## config.mk

```make
export PLATFORM = sky130hd
export DESIGN_NAME = burst_addr_gen
export DESIGN_NICKNAME = d
export VERILOG_FILES = /design/src/rtl/burst_addr_pkg.sv /design/src/rtl/burst_addr_decode.sv /design/src/rtl/burst_addr_regs.sv /design/src/rtl/burst_addr_gen.sv
export SDC_FILE = /design/constraint.sdc
export NUM_CORES = 1
export LEC_CHECK = 0
export ABC_AREA = 1
export BUFFER_PORTS_ARGS = -buffer_cell sky130_fd_sc_hd__buf_2
export CAP_MARGIN = 30
export CORE_MARGIN = 3
export CORE_UTILIZATION = 45
export DETAILED_ROUTE_END_ITERATION = 16
export PLACE_DENSITY = 0.82
export SLEW_MARGIN = 20
export SYNTH_ARGS = -nofsm -noshare
export SYNTH_HDL_FRONTEND = slang
export SYNTH_SLANG_ARGS = --single-unit
```

## constraint.sdc

```tcl
create_clock -name clk -period 1.4 [get_ports clk]
set_clock_uncertainty 0.1 [all_clocks]
set_input_delay 0.07 -clock clk [delete_from_list [all_inputs] [get_ports clk]]
set_output_delay 0.07 -clock clk [all_outputs]
set_load 0.005 [all_outputs]
```

## src/rtl/burst_addr_pkg.sv

```systemverilog
package burst_addr_pkg;

    // operation chosen for the coming edge
    typedef enum logic [2:0] {
        OP_FREEZE = 3'd0,
        OP_KEEP   = 3'd1,
        OP_LOAD   = 3'd2,
        OP_STEP   = 3'd3,
        OP_REWIND = 3'd4
    } addr_op_t;

endpackage

```

## src/rtl/burst_addr_decode.sv

```systemverilog
module burst_addr_decode
    import burst_addr_pkg::*;
(
    input  logic     sleep_i,
    input  logic     strobe_n,
    input  logic     step_n,
    input  logic     rewind_n,
    output addr_op_t op_o
);

    // priority: sleep, then rewind, then strobe, then step
    always_comb begin
        if (sleep_i)
            op_o = OP_FREEZE;
        else if (!rewind_n)
            op_o = OP_REWIND;
        else if (!strobe_n)
            op_o = OP_LOAD;
        else if (!step_n)
            op_o = OP_STEP;
        else
            op_o = OP_KEEP;
    end

endmodule

```

## src/rtl/burst_addr_regs.sv

```systemverilog
module burst_addr_regs
    import burst_addr_pkg::*;
#(
    parameter int AW = 14
) (
    input  logic          clk,
    input  logic          rst_n,
    input  addr_op_t      op_i,
    input  logic [AW-1:0] ext_addr,
    output logic [AW-1:0] addr_o,
    output logic [AW-1:0] start_o
);

    localparam logic [AW-1:0] ONE  = AW'(1);
    localparam logic [AW-1:0] ZERO = '0;

    typedef struct packed {
        logic [AW-1:0] addr;
        logic [AW-1:0] start;
    } state_t;

    state_t st_d, st_q;

    always_comb begin
        st_d = st_q;
        unique case (op_i)
            OP_LOAD: begin
                st_d.addr  = ext_addr;
                st_d.start = ext_addr;
            end
            OP_STEP:   st_d.addr = st_q.addr + ONE;
            OP_REWIND: st_d.addr = st_q.start;
            default:   st_d = st_q;
        endcase
    end

    always_ff @(posedge clk or negedge rst_n) begin
        if (!rst_n)
            st_q <= '{addr: ZERO, start: ZERO};
        else
            st_q <= st_d;
    end

    assign addr_o  = st_q.addr;
    assign start_o = st_q.start;


    load_takes_bus_chk: assert property (@(posedge clk) disable iff (!rst_n)
        op_i == OP_LOAD |=> addr_o == $past(ext_addr));


    step_adds_one_chk: assert property (@(posedge clk) disable iff (!rst_n)
        (op_i == OP_STEP && addr_o != {AW{1'b1}}) |=> addr_o == $past(addr_o) + ONE);


    step_wraps_chk: assert property (@(posedge clk) disable iff (!rst_n)
        (op_i == OP_STEP && addr_o == {AW{1'b1}}) |=> addr_o == ZERO);


    keep_holds_chk: assert property (@(posedge clk) disable iff (!rst_n)
        op_i == OP_KEEP |=> $stable(addr_o));


    rewind_returns_chk: assert property (@(posedge clk) disable iff (!rst_n)
        op_i == OP_REWIND |=> addr_o == $past(start_o));


    start_only_on_load_chk: assert property (@(posedge clk) disable iff (!rst_n)
        op_i != OP_LOAD |=> $stable(start_o));


    sleep_freezes_chk: assert property (@(posedge clk) disable iff (!rst_n)
        op_i == OP_FREEZE |=> ($stable(addr_o) && $stable(start_o)));

endmodule

```

## src/rtl/burst_addr_gen.sv

```systemverilog
module burst_addr_gen
    import burst_addr_pkg::*;
#(
    parameter int AW = 14
) (
    input  logic          clk,
    input  logic          rst_n,
    input  logic          sleep_i,
    input  logic          strobe_n,
    input  logic          step_n,
    input  logic          rewind_n,
    input  logic [AW-1:0] ext_addr,
    output logic [AW-1:0] addr_o
);

    addr_op_t      op;
    logic [AW-1:0] start_addr;

    burst_addr_decode u_dec (
        .sleep_i  (sleep_i),
        .strobe_n (strobe_n),
        .step_n   (step_n),
        .rewind_n (rewind_n),
        .op_o     (op)
    );

    burst_addr_regs #(.AW(AW)) u_regs (
        .clk      (clk),
        .rst_n    (rst_n),
        .op_i     (op),
        .ext_addr (ext_addr),
        .addr_o   (addr_o),
        .start_o  (start_addr)
    );


    reset_zero_chk: assert property (@(posedge clk)
        !rst_n |-> (addr_o == '0 && start_addr == '0));

endmodule

```

-- Yosys cells after proc, flatten, opt, wreduce, memory -nomap -nowiden
Index checks and enable logic that the tools add are counted.
- equality and inequality tests: 3
- mux-type cells: 5
- add/subtract/negate cells: 1
- reduce and logical (&&, ||, !) cells: 1
- operators by type and width (operator ; count):
    14-bit case mux with 3 select lines ; 1
    14-bit by 1-bit adder with 14-bit output, second input constant ; 1
    3-bit 2-to-1 mux ; 3
    3-bit by 2-bit == test with 1-bit output, second input constant ; 2
    3-bit == test, second input constant ; 1
    3-bit nonzero test ; 1
    2-bit 2-to-1 mux ; 1
- output and inout port bits: 14
- input port bits: 20
- logic and storage cells: 12
- flip-flop bits (word level): 28

-- Logic depth before layout (Yosys ltp)
- word-level depth: 6
- mapped depth: 9
- mapped depth without buffers: 8

-- Cells and area by module
Synthesis repeated with hierarchy kept, for this count alone.
- cells, all modules: 232
- area, all modules: 1751.7 µm²
- by module, submodules not included (module ; seq. area each (µm²) ; instances ; area an instance (µm²) ; cells an instance):
    burst_addr_regs ; 700.7 ; 1 ; 1721.7 ; 224
    burst_addr_decode ; 0.0 ; 1 ; 30.0 ; 8

-- Worst setup path before layout
OpenSTA, ideal clock, no wires.
- kind: flip-flop to flip-flop
- from: register u_regs.st_q (netlist bit u_regs.addr_o[0])
- to: register u_regs.st_q (netlist bit u_regs.addr_o[4])
- library setup time: 130 ps
- period minus slack after synthesis: 1491 ps
- path buffers: 0
- arrival time: 1261 ps
- setup slack: -91 ps
- required time: 1170 ps
- stages on the path, launching flop included: 7
- cells stage by stage: dfrtp_1 -> ha_1 -> nand3_1 -> inv_1 -> or2_2 -> nand3_1 -> nand4_1
- cells in the longest elaborated chain, start to end: 2
- RTL lines (element ; line ; source):
    start: declaration ; burst_addr_regs.sv:22 ; state_t st_d, st_q;
    start signal: assignment ; burst_addr_regs.sv:39 ; st_q <= '{addr: ZERO, start: ZERO};
    start signal: assignment ; burst_addr_regs.sv:41 ; st_q <= st_d;
    14-bit by 1-bit adder with 14-bit output ; burst_addr_regs.sv:31 ; OP_STEP: st_d.addr = st_q.addr + ONE;
    14-bit case mux with 3 select lines ; burst_addr_regs.sv:26 ; unique case (op_i)
Every way passes these cells.
A chain may end at the register's enable or synchronous reset.

-- Worst setup path in the final report
- from: register u_regs.st_q (netlist bit u_regs.addr_o[1])
- to: register u_regs.st_q (netlist bit u_regs.addr_o[10])
Same word-level chain as after synthesis.

==> impl_summary.md <==
Clock tree
In this run the number of H-tree levels came out at 1. The deepest clock path buffer count is 2. The clock tree from TritonCTS is built. The clock-pin slew reported for the worst setup and hold paths after clock tree synthesis is 150 ps. The CTS buffer count is 3. The TritonCTS sink count is 28. The root cell of the clock tree is sky130_fd_sc_hd__clkbuf_4.

Clock latency on the worst-skew pair, taken at its later pin, is between 300 and 400 ps.

Synthesis
The number of unique standard cell types used by synthesis is 22. When the netlist entered floorplanning its net count stood at approximately 250. The synthesized area per cell is 7.08 um2.

Synthesis handed over a netlist of 224 instances. The post-synthesis sequential element count is 28. The share of the Yosys chip area taken by registers is 0.442.

Summing every instance area after synthesis gives ~1600 um2. The area share of the largest cell type after synthesis is 0.442. Sorting the synthesized cells by area gives the leading types as sky130_fd_sc_hd__dfrtp_1, sky130_fd_sc_hd__nor2_1, sky130_fd_sc_hd__nand2_1.

For this run, the number of Yosys warnings is 0. The cell type with the highest aggregate area in the netlist is sky130_fd_sc_hd__dfrtp_1.

Global route
The first-pass GRT wire length is 7070 um. The via count of the first global-routing pass was 1581. Entering global routing, the biggest net connects 29 pins.

For this run, the total global-route usage over all layers was measured as 0.212. The initial antenna violation count is 0. After global routing the overflow that remains totals 0.

STA
The relative max-transition margin is 0.582. Static timing analysis puts the maximum clock frequency at 0.734 GHz. The time the final worst path needs with I/O delays and setup is roughly 1400 ps.

Setup violations remaining at the end of the flow were counted as 0. For the final routed database, the setup TNS stands at 0 ps. After layout, the worst setup slack is 37.1 ps. The number of max-slew violations in the final report is 0. Setup repair after global routing could not meet its margin everywhere. For the pin with the worst max-slew slack, the measured transition is 627 ps. The final count of hold timing violations is 0.

Of the available clock period, the critical path in the final layout requires 0.974. The worst hold slack is 55.5 ps.

Job
The tool flagged a number of max-cap violations equal to 0.

Pwr
The power share of the clock group is 0.187. The net switching power of the design is 0.000725 W. Of the total power, the share spent switching nets is 0.336. The share of total power dissipated in sequential elements is 0.492. IR analysis of the VDD net gives a maximum drop of slightly below 0.0005 V. The internal power summed over all cells is approximately 0.0014 W. The combinational group share of total power is 0.321. In this run the static leakage power is ~1.1 nW. In this run the power density over the cells is between 1000 and 1500 nW/um2.

Detailed routing
The remaining number of nets flagged by the antenna check after routing is 0. Summing over every cut layer, the via total after detailed routing is 1658. The number of remaining DRC errors is 0. The violation count after the first detailed-route iteration is 104. The routed design has 4120 um of wire. The via density per instance is between 5 and 6. The wire length per cell after detailed routing is 12.6 um. The first-pass iteration count of the detailed router is 4.

Hold path
The path class of the lowest-slack min-delay path is in -> reg.

Worst setup path
STA classifies the critical path endpoint as a register. The worst reg-to-reg path cell count is 7. The kind of critical path is reg -> reg.

In this run the critical register-to-register path is launched from u_regs.addr_o[1]$_DFFE_PN0P_. For this run, the slowest stage of the critical path takes approximately 400 ps. In this design, the largest share of critical-path delay is due to simple AND/OR/NAND/NOR gates. The largest individual stage delay along the critical path comes from the cell sky130_fd_sc_hd__dfrtp_1. Traced cell by cell, the critical path runs through ha_2 > nand3_4 > nor2_4 > nand2_1 > nand2_1 > nand3_1 > a21oi_1. The arrival time of the worst setup path is 1530 ps.

The critical path depth is 7. The critical path contains buffers and inverters numbering 0 combined. Data on the critical path is required at its endpoint by about 1600 ps. The worst setup path is launched from a register. The register-to-register setup slack is between 30 and 40 ps. The capture instance of the worst register-to-register path is u_regs.addr_o[10]$_DFFE_PN0P_. The critical path starts at u_regs.addr_o[1]$_DFFE_PN0P_. The capture point of the critical path is u_regs.addr_o[10]$_DFFE_PN0P_.

In this design, the critical path's most frequently occurring cell is sky130_fd_sc_hd__nand2_1. In this run the worst path has a maximum fanout of 3.

Die
The die is 65.4 um tall. The top-level I/O count is 34. The floorplan step defined a core boundary enclosing 3200 um2. The die covers about 4300 um2. The die is 65.4 um wide. The effective utilization at floorplan is 0.495. The number of cell rows is 20.

Place
Routability-driven placement finished with a final weighted congestion of about 0.87. The wire-length estimate of the detail-placed layout is 2810 um. The placed instance count is 306.

The count of buffers added on input and output ports is 33. Prior to clock tree synthesis, the placed netlist has a worst setup slack of between 15 and 20 ps.

Final layout
Relative to the synthesized area, the layout overhead comes to 33.9%. The fraction of layout instances using a drive strength above 1 is 0.283. The number of non-filler instances in the completed layout is 327. The post-route core utilization is 0.663. 0 antenna diodes ended up in the layout.

In the final design database the tool counted 305 nets.

Run status
The run finished with clean final reports.
power groups by stage:
stage	registers (W)	logic, W	clock network [W]
detailed placement	0.00107	0.000594	0
finish	0.00106	0.000694	0.000403
CTS	0.00105	0.000638	0.000413
global placement	0.00106	0.000578	0
floorplan	0.00107	0.000332	0
global route	0.00109	0.000786	0.000461
through the flow:
stage	instance area, um2	total power (W)
after floorplan	1590	0.00140
after global placement	1870	0.00164
after detailed placement	1870	0.00166
after CTS	2060	0.00210
after global routing	2120	0.00233
final	2120	0.00216
timing repair:
item	in CTS	in global routing
setup endpoints to repair	1	12
hold endpoints to repair	46	0
hold buffers	15	0
setup buffers	1	1
pin swaps	0	2
resized for setup	0	18
registers in the layout, indices dropped and copies added (netlist names):
name,flops
u_regs.addr_o,14
u_regs.start_o,14
worst min path at each step:
| stage | from | endpoint | slack (ps) | cells past startpoint |
|---|---|---|---|---|
| 2_1_floorplan | rst_n | u_regs.addr_o[0]$_DFFE_PN0P_ | -330 | 0 |
| 3_3_place_gp | rst_n | u_regs.start_o[0]$_DFFE_PN0N_ | 30 | 1 |
| 3_5_place_dp | rst_n | u_regs.start_o[9]$_DFFE_PN0N_ | 30 | 1 |
| 4_1_cts | sleep_i | u_regs.start_o[3]$_DFFE_PN0N_ | 40 | 5 |
| 5_1_grt | rewind_n | u_regs.start_o[3]$_DFFE_PN0N_ | 70 | 4 |
| 6_report | sleep_i | u_regs.start_o[3]$_DFFE_PN0N_ | 60 | 5 |
final cells by class:
| class | count | area (um2) |
|---|---|---|
| clock buffer | 4 | 36.3 |
| inverter | 24 | 92.6 |
| sequential | 28 | 708 |
| multi-input combinational | 166 | 807 |
| fill | 287 | 1080 |
| timing repair buffer | 61 | 425 |
| tap | 44 | 55.1 |
per-layer routing:
layer | GRT usage | up-vias | share of wire
met3 | 0.0256 | 11 | 0.055
met1 | 0.295 | 774 | 0.43
met4 | 0.0881 | 0 | 0.028
li1 | - | 828 | -
met2 | 0.335 | 45 | 0.48
met5 | 0 | - | 0
layout by cell type, fill, tap and decap left out, types with 2 or more instances in the layout:
cell type,instances
sky130_fd_sc_hd__or2_2,4
sky130_fd_sc_hd__nand2_1,37
sky130_fd_sc_hd__inv_2,5
sky130_fd_sc_hd__nand4_1,6
sky130_fd_sc_hd__a21o_1,2
sky130_fd_sc_hd__nor2_2,5
sky130_fd_sc_hd__inv_1,18
sky130_fd_sc_hd__buf_4,12
sky130_fd_sc_hd__clkbuf_4,3
sky130_fd_sc_hd__o21a_1,2
sky130_fd_sc_hd__dfrtp_1,22
sky130_fd_sc_hd__dfrtp_2,6
sky130_fd_sc_hd__a21oi_1,21
sky130_fd_sc_hd__nand3_1,17
sky130_fd_sc_hd__dlygate4sd3_1,15
sky130_fd_sc_hd__buf_2,33
sky130_fd_sc_hd__nor2_1,60
sky130_fd_sc_hd__nand3_2,3
cells in the mapped netlist:
master and n:
sky130_fd_sc_hd__nand4_1 6, sky130_fd_sc_hd__o21ai_0 1, sky130_fd_sc_hd__a21o_1 2, sky130_fd_sc_hd__buf_2 4
sky130_fd_sc_hd__nor3_2 1, sky130_fd_sc_hd__xnor2_1 1, sky130_fd_sc_hd__a21oi_1 21, sky130_fd_sc_hd__o22ai_1 1
sky130_fd_sc_hd__buf_4 1, sky130_fd_sc_hd__or2_2 5, sky130_fd_sc_hd__buf_6 1, sky130_fd_sc_hd__o21a_1 2
sky130_fd_sc_hd__ha_1 1, sky130_fd_sc_hd__nand2_1 37, sky130_fd_sc_hd__xor2_1 1, sky130_fd_sc_hd__nand3_2 1
sky130_fd_sc_hd__nor2_2 2, sky130_fd_sc_hd__dfrtp_1 28, sky130_fd_sc_hd__inv_1 20, sky130_fd_sc_hd__inv_2 4
sky130_fd_sc_hd__nand3_1 20, sky130_fd_sc_hd__nor2_1 64
worst min-delay path, cell delays in order:
cell	delay, ps
sky130_fd_sc_hd__buf_2	80
sky130_fd_sc_hd__inv_2	40
sky130_fd_sc_hd__nand3_2	150
sky130_fd_sc_hd__nand2_1	70
sky130_fd_sc_hd__nand2_1	50
cells by family (layout without fill, tap and decap cells):
| kind of cell | count (synthesis) | in the layout | synth area share |
|---|---|---|---|
| AO/OA/AOI/OAI | 27 | 27 | 0.0923 |
| XOR/XNOR | 2 | 2 | 0.0110 |
| adder cells (fa/ha/maj) | 1 | 1 | 0.00789 |
| buffers and inverters | 30 | 89 | 0.0812 |
| flip-flops | 28 | 28 | 0.442 |
| AND/OR/NAND/NOR | 136 | 136 | 0.366 |
Note: power is estimated with default switching activity, not from simulation.
